File: src/rtl/fsk_slicer.sv
module fsk_slicer #(
  parameter int SW    = 12,
  parameter int DECAY = 4
) (
  input  logic                 clk,
  input  logic                 rst,
  input  logic                 in_valid,
  input  logic signed [SW-1:0] in_sample,
  input  logic [1:0]           mode,
  input  logic                 track_en,
  input  logic [6:0]           thresh_mag,
  output logic                 out_valid,
  output logic [1:0]           out_sym,
  output logic signed [SW-1:0] freq_est
);
  localparam logic [1:0] M_TERN = 2'b01;
  localparam logic [1:0] M_QUAD = 2'b10;

  logic signed [SW-1:0] peak, valley;
  logic signed [SW:0]   span, step, mid_sum;
  logic signed [SW-1:0] t_pos, t_neg, bin_thr;
  logic [1:0]           sym_d;

  assign span    = peak - valley;
  assign step    = span >>> DECAY;
  assign mid_sum = peak + valley;
  assign freq_est = SW'(mid_sum >>> 1);

  assign t_pos   = $signed({{(SW-7){1'b0}}, thresh_mag});
  assign t_neg   = -t_pos;
  assign bin_thr = track_en ? freq_est : '0;

  always_comb begin
    case (mode)
      M_QUAD: begin
        if (in_sample < t_neg)      sym_d = 2'b00;
        else if (in_sample < 0)     sym_d = 2'b01;
        else if (in_sample < t_pos) sym_d = 2'b10;
        else                        sym_d = 2'b11;
      end
      M_TERN: begin
        if (in_sample < t_neg)      sym_d = 2'b00;
        else if (in_sample > t_pos) sym_d = 2'b10;
        else                        sym_d = 2'b01;
      end
      default: sym_d = {1'b0, in_sample >= bin_thr};
    endcase
  end

  always_ff @(posedge clk) begin
    if (rst) begin
      peak      <= '0;
      valley    <= '0;
      out_valid <= 1'b0;
      out_sym   <= 2'b00;
    end else begin
      out_valid <= in_valid;
      if (in_valid) begin
        out_sym <= sym_d;
        peak    <= (in_sample > peak)   ? in_sample : SW'(peak - step);
        valley  <= (in_sample < valley) ? in_sample : SW'(valley + step);
      end
    end
  end


  valid_lat_chk: assert property (@(posedge clk) disable iff (rst)
    in_valid |=> out_valid);

  valid_idle_chk: assert property (@(posedge clk) disable iff (rst)
    !in_valid |=> !out_valid && $stable(out_sym));

  track_order_chk: assert property (@(posedge clk) disable iff (rst)
    peak >= valley);

  est_hold_chk: assert property (@(posedge clk) disable iff (rst)
    !in_valid |=> $stable(freq_est));

  tern_code_chk: assert property (@(posedge clk) disable iff (rst)
    (in_valid && mode == M_TERN) |=> out_sym != 2'b11);

  bin_code_chk: assert property (@(posedge clk) disable iff (rst)
    (in_valid && (mode == 2'b00 || mode == 2'b11)) |=> !out_sym[1]);

  quad_top_chk: assert property (@(posedge clk) disable iff (rst)
    (in_valid && mode == M_QUAD && in_sample >= t_pos) |=> out_sym == 2'b11);
endmodule

File: config.mk
export PLATFORM = sky130hd
export DESIGN_NAME = fsk_slicer
export DESIGN_NICKNAME = d
export VERILOG_FILES = /design/src/rtl/fsk_slicer.sv
export SDC_FILE = /design/constraint.sdc
export NUM_CORES = 1
export LEC_CHECK = 0
export BUFFER_PORTS_ARGS = -buffer_cell sky130_fd_sc_hd__buf_2
export CAP_MARGIN = 20
export CORE_ASPECT_RATIO = 1.4
export CORE_MARGIN = 8
export CORE_UTILIZATION = 58
export CTS_BUF_LIST = sky130_fd_sc_hd__clkbuf_4 sky130_fd_sc_hd__clkbuf_8
export DETAILED_ROUTE_END_ITERATION = 8
export PLACE_DENSITY = 0.82
export SLEW_MARGIN = 20
export SYNTH_ARGS = -nofsm -noshare
export SYNTH_HDL_FRONTEND = slang
export SYNTH_SLANG_ARGS = --single-unit
File: constraint.sdc
create_clock -name clk -period 4.79 [get_ports clk]
set_input_delay 0.2395 -clock clk [delete_from_list [all_inputs] [get_ports clk]]
set_output_delay 0.2395 -clock clk [all_outputs]
set_load 0.01 [all_outputs]
==> results of run 1 <==
-- layer usage --
| layer | GRT usage | routed length (um) | vias to the layer above | part of all wire |
|---|---|---|---|---|
| met5 | 0 | 0 | - | 0 |
| met4 | 0.109 | 371 | 0 | 0.032 |
| met3 | 0.0200 | 498 | 23 | 0.043 |
| met2 | 0.404 | 5980 | 101 | 0.52 |
| met1 | 0.248 | 4720 | 1931 | 0.41 |
| li1 | - | - | 2045 | - |
-- state kept, by name, summed over array words and instances, names as in the netlist --
register,cells
valley,12
out_valid,1
peak,12
out_sym,2
-- logic make-up (layout without fill, tap and decap cells) --
logic type	after synthesis	count (layout)	synth area share
xor gates and xnor gates	45	45	0.0929
and+or+nand+nor	136	136	0.145
muxes	22	22	0.0507
AOI/OAI and AO/OA	145	145	0.216
adders and majority gates	104	104	0.302
DFF	27	27	0.123
buffers and inverters	81	112	0.0704
-- cells in the mapped netlist, drive strengths merged (6+ instances only) --
master and n:
ha 101, inv 67, nor2 55, a21oi 42, xnor2 29, nand2 28
dfxtp 27, o21ai 26, a211oi 20, mux2i 20, xor2 15, a21o 14
clkbuf 12, nor3 10, nand3 9, o21a 9, nand2b 7, nor2b 6
-- final timing paths --
path                     start  slack (ns)         end  cells past startpoint
hold reg to reg     out_sym[0]        0.47  out_sym[0]                      1
hold / removal    in_sample[0]        0.31   valley[0]                      3
setup reg to reg     valley[1]        0.38    peak[11]                     16
setup / recovery     valley[1]        0.38    peak[11]                     16
-- stage by stage --
stage	utilization	worst slack, ns
after floorplan	-	0.959
after global placement	0.634	0.732
after detailed placement	0.634	0.487
after CTS	0.640	0.418
after global routing	0.640	0.0101
final	0.640	0.375
-- worst register-to-register path, cell delays in order, from the launching register on --
cell and delay [ns]:
dfxtp_1 0.44, inv_1 0.13, ha_1 0.31, a211oi_1 0.34, o21a_1 0.23, o21a_1 0.22, o21a_1 0.20, o211ai_1 0.16
a21oi_1 0.33, xor2_1 0.13, ha_1 0.21, or4_1 0.48, nor3_1 0.25, o31ai_1 0.13, xor2_1 0.16, or4b_1 0.48
a31oi_1 0.16
-- area by class of cell --
| type | count | area (um2) | area share |
|---|---|---|---|
| multi-input cells | 452 | 3540 | 0.751 |
| repair buffers | 41 | 210 | 0.0446 |
| well taps | 97 | 121 | 0.0257 |
| inverters | 67 | 251 | 0.0534 |
| flip-flops and latches | 27 | 541 | 0.115 |
| clock buffers | 4 | 48.8 | 0.0104 |
==> summary by stage, run 1 <==
Run status
The flow ran to the end, and the final reports show no timing, DRC or antenna violations.

Cells and area
The number of fill cells in the layout is 648. The total inserted antenna cells is 0. The library cell used most frequently in the layout, excluding fill and tap cells, is ha_1. The area of all placed cells without fillers is 0.00471 mm2. The final cell count without fillers is 688.

The share of final-layout standard cells stronger than drive strength 1 is 0.0880. The net count of the finished layout is 721. The library cells used most frequently in the layout, excluding fill and tap cells, are 101 x ha_1, 67 x inv_1, 55 x nor2_1, 42 x a21oi_1, 39 x buf_2.

The area growth from synthesis to layout is 7.35%.

Placed design
The HPWL after detailed placement is 9480 um. The port buffer count is 39. The congestion estimate from routability-driven global placement came to 0.984. The placed cell count is 684.

Summing all placed instances gives a cell area of 0.00466 mm2.

CTS
The number of buffers created by CTS is 3. The root buffer cell chosen for the clock tree is clkbuf_8. The TritonCTS clock tree is built.

Gates resized during post-CTS repair numbered 0. For this design, the CTS-stage hold fixing added 0 buffers. At the later pin of the worst-skew pair, clock insertion delay measures 0.28 ns.

The total number of clock tree sinks is 27. CTS built an H-tree with a depth of 1. No sink is reached through more buffers than the 2 on the longest clock path. After clock tree synthesis, the setup repair step added 0 buffers. The clock slew seen by the registers of the worst setup and hold paths is 0.10 ns.

Setup path
The highest-delay cell along the critical path is or4_1. By startpoint and endpoint, the worst setup path is classified as reg -> reg. STA puts the critical path data arrival time at 4.63 ns. The number of buffers and inverters on the critical path is 1.

The family with the most delay on the worst path is compound AO/OA/AOI/OAI gates. The startpoint type of the worst setup path is a flip-flop. The critical path goes through inv_1 > ha_1 > a211oi_1 > o21a_1 > o21a_1 > o21a_1 > o211ai_1 > a21oi_1 > xor2_1 > ha_1 > or4_1 > nor3_1 > o31ai_1 > xor2_1 > or4b_1 > a31oi_1. The top fanout value on the critical path is 5. The largest single stage delay on the critical path is 0.48 ns.

The element type at the critical path end is a flip-flop. The required time of the critical path is 5.01 ns. The most common cell type on the critical path is o21a_1.

Global route
The initial antenna violation count is 0. Summed over all layers, the global routing overflow is 0. The via count of the first global-routing pass is 4168.

The wire length of the first global-routing pass is 19100 um. The pin count of the biggest net entering global routing is 45. The global-route usage over all layers is 0.223.

Routing
In the final routed layout, each cell accounts on average for 16.8 um. The number of DRC violations after detailed-routing iteration 0 is 244. The detailed-route DRC error count is 0.

Once detail routing completed, the nets flagged for antenna violations numbered 0. The first detailed-routing pass ran for 4 iterations. In the routed layout, each cell is associated on average with a via count of 5.96.

The number of vias after detailed routing is 4100. Summed over all layers, the routed wires come to 11600 um.

Floorplan
The chip height is 119 um. The number of top-level pins is 40. The die is 89.5 um wide. The number of cell rows is 37. The die covers 0.0106 mm2. The initial utilization of the core area, before any placement, comes to 0.596.

The area of the core is 0.00736 mm2.

Synthesis
For this run, the number of Yosys warnings is 0. The number of nets in the synthesized netlist is 689. The proportion of synthesized flip-flops having asynchronous set or reset is 0. The instance count of the mapped netlist is 560. In the post-synthesis netlist, the biggest area contributors are ha_1 29%, dfxtp_1 12%, xnor2_1 5.8%.

The count of flip-flops with a built-in enable after synthesis is 0. Counting distinct cell types in the post-synthesis netlist gives 53. After synthesis the cells add up to 0.00439 mm2. Among all flip-flop cells after synthesis, the most frequent one is dfxtp_1. Synthesis inferred 27 register bits. The cell type with the highest aggregate area in the netlist is ha_1. The share of synthesized area in the top cell type comes to 0.288. The post-synthesis area per instance is 7.84 um2.

The share of the Yosys chip area taken by registers is 0.123.

STA
Measured against its own limit, the worst slew margin works out to 0.472. The final count of negative-setup-slack endpoints is 0. The tightest hold path in the finished design has a slack of 0.312 ns. Derived from the worst setup path, the maximum achievable clock frequency is 227 MHz. The number of endpoints with negative hold slack in the final report is 0. For the pin with the worst max-slew slack, the measured transition is 0.791 ns.

The routed design could run at a clock period as short as 4.41 ns. Summed over all failing endpoints, the final setup total negative slack is 0 ns. The max-slew violation total from the final report was 0. Clock skew on the completed layout was measured at 0.00321 ns. The post-route fraction of the period consumed by the critical path is 0.922. Setup repair after global routing left no endpoint under its margin.

Flow run
Max-cap violations in this run came to 0.

Hold path
The type of the tightest min-delay check is in -> reg.
Power of run 1 is left out: the tool's default activity adds up to more than one toggle a clock period on the data nets, which glitch-free logic cannot reach.
==> run 2: changes to the inputs <==
- CORE_MARGIN: 8 -> 2
- GPL_TIMING_DRIVEN: not set -> 1
- REMOVE_ABC_BUFFERS: not set -> 1
==> run 2 against run 1 <==
Against the previous run: cell count stayed put; critical path type unchanged; register-to-register slack better by 0.16 ns; first-iteration DRC count is 13% lower; die area is 22% lower; worst setup slack better by 0.16 ns; utilization stayed put; highest routed layer unchanged.
==> summary by stage, run 2 (synthesized netlist as in run 1, its figures left out) <==
Global route
The global-route usage over all layers is 0.281 (was 0.223). The via count of the first global-routing pass was 4058 (was 4168). The wire length of the first global-routing pass came to 18800 um (was 19100 um). The initial antenna violation count was 0 (unchanged).

The pin count of the biggest net entering global routing is 45 (unchanged). The total grt overflow is 0 (unchanged).

Routing
The number of DRC violations after detailed-routing iteration 0 is 213 (was 244). The wire length after detailed routing is 11200 um (was 11600 um). The detailed-route DRC error count is 0 (unchanged). The average wire length per cell after detail routing came to 16.2 um (was 16.8 um).

The number of vias after detailed routing was 4111 (was 4100). The number of vias per cell is 5.98 (was 5.96). The number of nets with antenna violations after routing is 0 (unchanged). The number of iterations in the first detailed-routing pass is 5 (was 4).

Cells and area
The commonest non-fill, non-tap cell in the layout is ha_1 (unchanged). The area growth from synthesis to layout came to 7.35% (unchanged). The total inserted antenna cells came to 0 (unchanged). The number of fill cells in the layout came to 675 (was 648). The net count of the finished layout was 721 (unchanged). The share of final-layout standard cells stronger than drive strength 1 is 0.0880 (unchanged). Regs by FF count: peak x12, valley x12, out_sym x2 (unchanged). Leading cell types in the layout, fill and taps excluded: 101 x ha_1, 67 x inv_1, 55 x nor2_1, 42 x a21oi_1, 39 x buf_2 (unchanged).

STA
The final worst hold slack came to 0.301 ns (was 0.312 ns). RSZ-0062 raised after global routing: no (unchanged). The normalized max-slew margin is 0.469 (was 0.472). The max-slew violation total from the final report is 0 (unchanged). The number of endpoints with negative hold slack in the final report was 0 (unchanged).

The post-route fraction of the period consumed by the critical path is 0.887 (was 0.922). The post-route clock skew is 0.00273 ns (was 0.00321 ns). The final count of negative-setup-slack endpoints is 0 (unchanged). The transition time at the pin with the least slew margin is 0.796 ns (was 0.791 ns). The setup total negative slack came to 0 ns (unchanged). The maximum clock rate is 235 MHz (was 227 MHz). The final critical-path required period was 4.25 ns (was 4.41 ns).

Floorplan
The number of top-level pins is 40 (unchanged). The effective utilization at floorplan was 0.596 (unchanged). The number of cell rows came to 37 (unchanged). The x dimension of the die is 77.5 um (was 89.5 um). The chip height is 107 um (was 119 um). The total die area was 0.00829 mm2 (was 0.0106 mm2). The area of the core was 0.00736 mm2 (unchanged).

CTS
The number of buffers created by CTS is 3 (unchanged). The TritonCTS clock tree is built (unchanged). The buffer cell driving the clock tree root is clkbuf_8 (unchanged). The number of cells upsized or downsized after cts came to 0 (unchanged). The count of hold-fix buffers inserted at cts is 0 (unchanged).

The total number of H-tree levels is 1 (unchanged). The maximum clock insertion buffer count is 2 (unchanged). The later-pin clock latency in the skew report is 0.29 ns (was 0.28 ns). The total number of clock tree sinks is 27 (unchanged). The count of buffers added by post-CTS timing repair for setup is 0 (unchanged). The clock slew seen by the registers of the worst setup and hold paths is 0.11 ns (was 0.10 ns).

Placed design
The port buffer count is 39 (unchanged). The HPWL after detailed placement is 9120 um (was 9480 um). The weighted congestion reported at the end of routability-driven placement is 0.980 (was 0.984).

Setup path
The top fanout value on the critical path came to 5 (unchanged). The element type at the critical path end is a flip-flop (unchanged). The data arrival time of the critical path is 4.48 ns (was 4.63 ns). The startpoint type of the worst setup path is a flip-flop (unchanged).

The category of the critical setup timing path is reg -> reg (unchanged). The required time of the critical path was 5.02 ns (was 5.01 ns).

Flow run
The reported max-cap violation count is 0 (unchanged).

Run status
Status: completed (unchanged).

Hold path
The type of the tightest min-delay check is in -> reg (unchanged).
-- run 2: layout make-up --
cell class	count	area, um2	share of cell area
clock buffers	3	41.3	0.00876
flip-flops and latches	27	541	0.115
repair buffers	41	210	0.0446
well taps	97	121	0.0257
multi-input cells	452	3540	0.751
clock inverters	1	7.51	0.00159
inverters	67	251	0.0534
-- run 2: routing by layer --
layer,routed length (um),global-route usage
met5,0,0
met4,343,0.103
met1,4790,0.337
met3,420,0.0311
met2,5610,0.512
-- run 2: metrics by stage --
step | setup slack, ns | cell area [um2] | std cells | utilization
after detailed placement | 0.608 | 4660 | 684 | 0.634
after CTS | 0.574 | 4710 | 688 | 0.640
after global placement | 0.747 | 4660 | 684 | 0.634
after floorplan | 0.959 | 4330 | 546 | -
final | 0.539 | 4710 | 688 | 0.640
after global routing | 0.185 | 4710 | 688 | 0.640
-- run 2: worst paths after layout --
check	slack, ns	to	cells past startpoint	startpoint
max	0.54	peak[11]	16	valley[1]
min	0.30	valley[0]	3	in_sample[0]
max reg2reg	0.54	peak[11]	16	valley[1]
min reg2reg	0.47	out_sym[0]	1	out_sym[0]
-- run 2: worst max-delay path, stage by stage (launching register included) --
cell	delay, ns
dfxtp_1	0.45
inv_1	0.13
ha_1	0.30
a211oi_1	0.28
o21a_1	0.21
o21a_1	0.20
o21a_1	0.19
o211ai_1	0.14
a21oi_1	0.27
xor2_1	0.11
ha_1	0.20
or4_1	0.50
nor3_1	0.27
o31ai_1	0.12
xor2_1	0.16
or4b_1	0.48
a31oi_1	0.17
Power of run 2 is left out for the same reason.
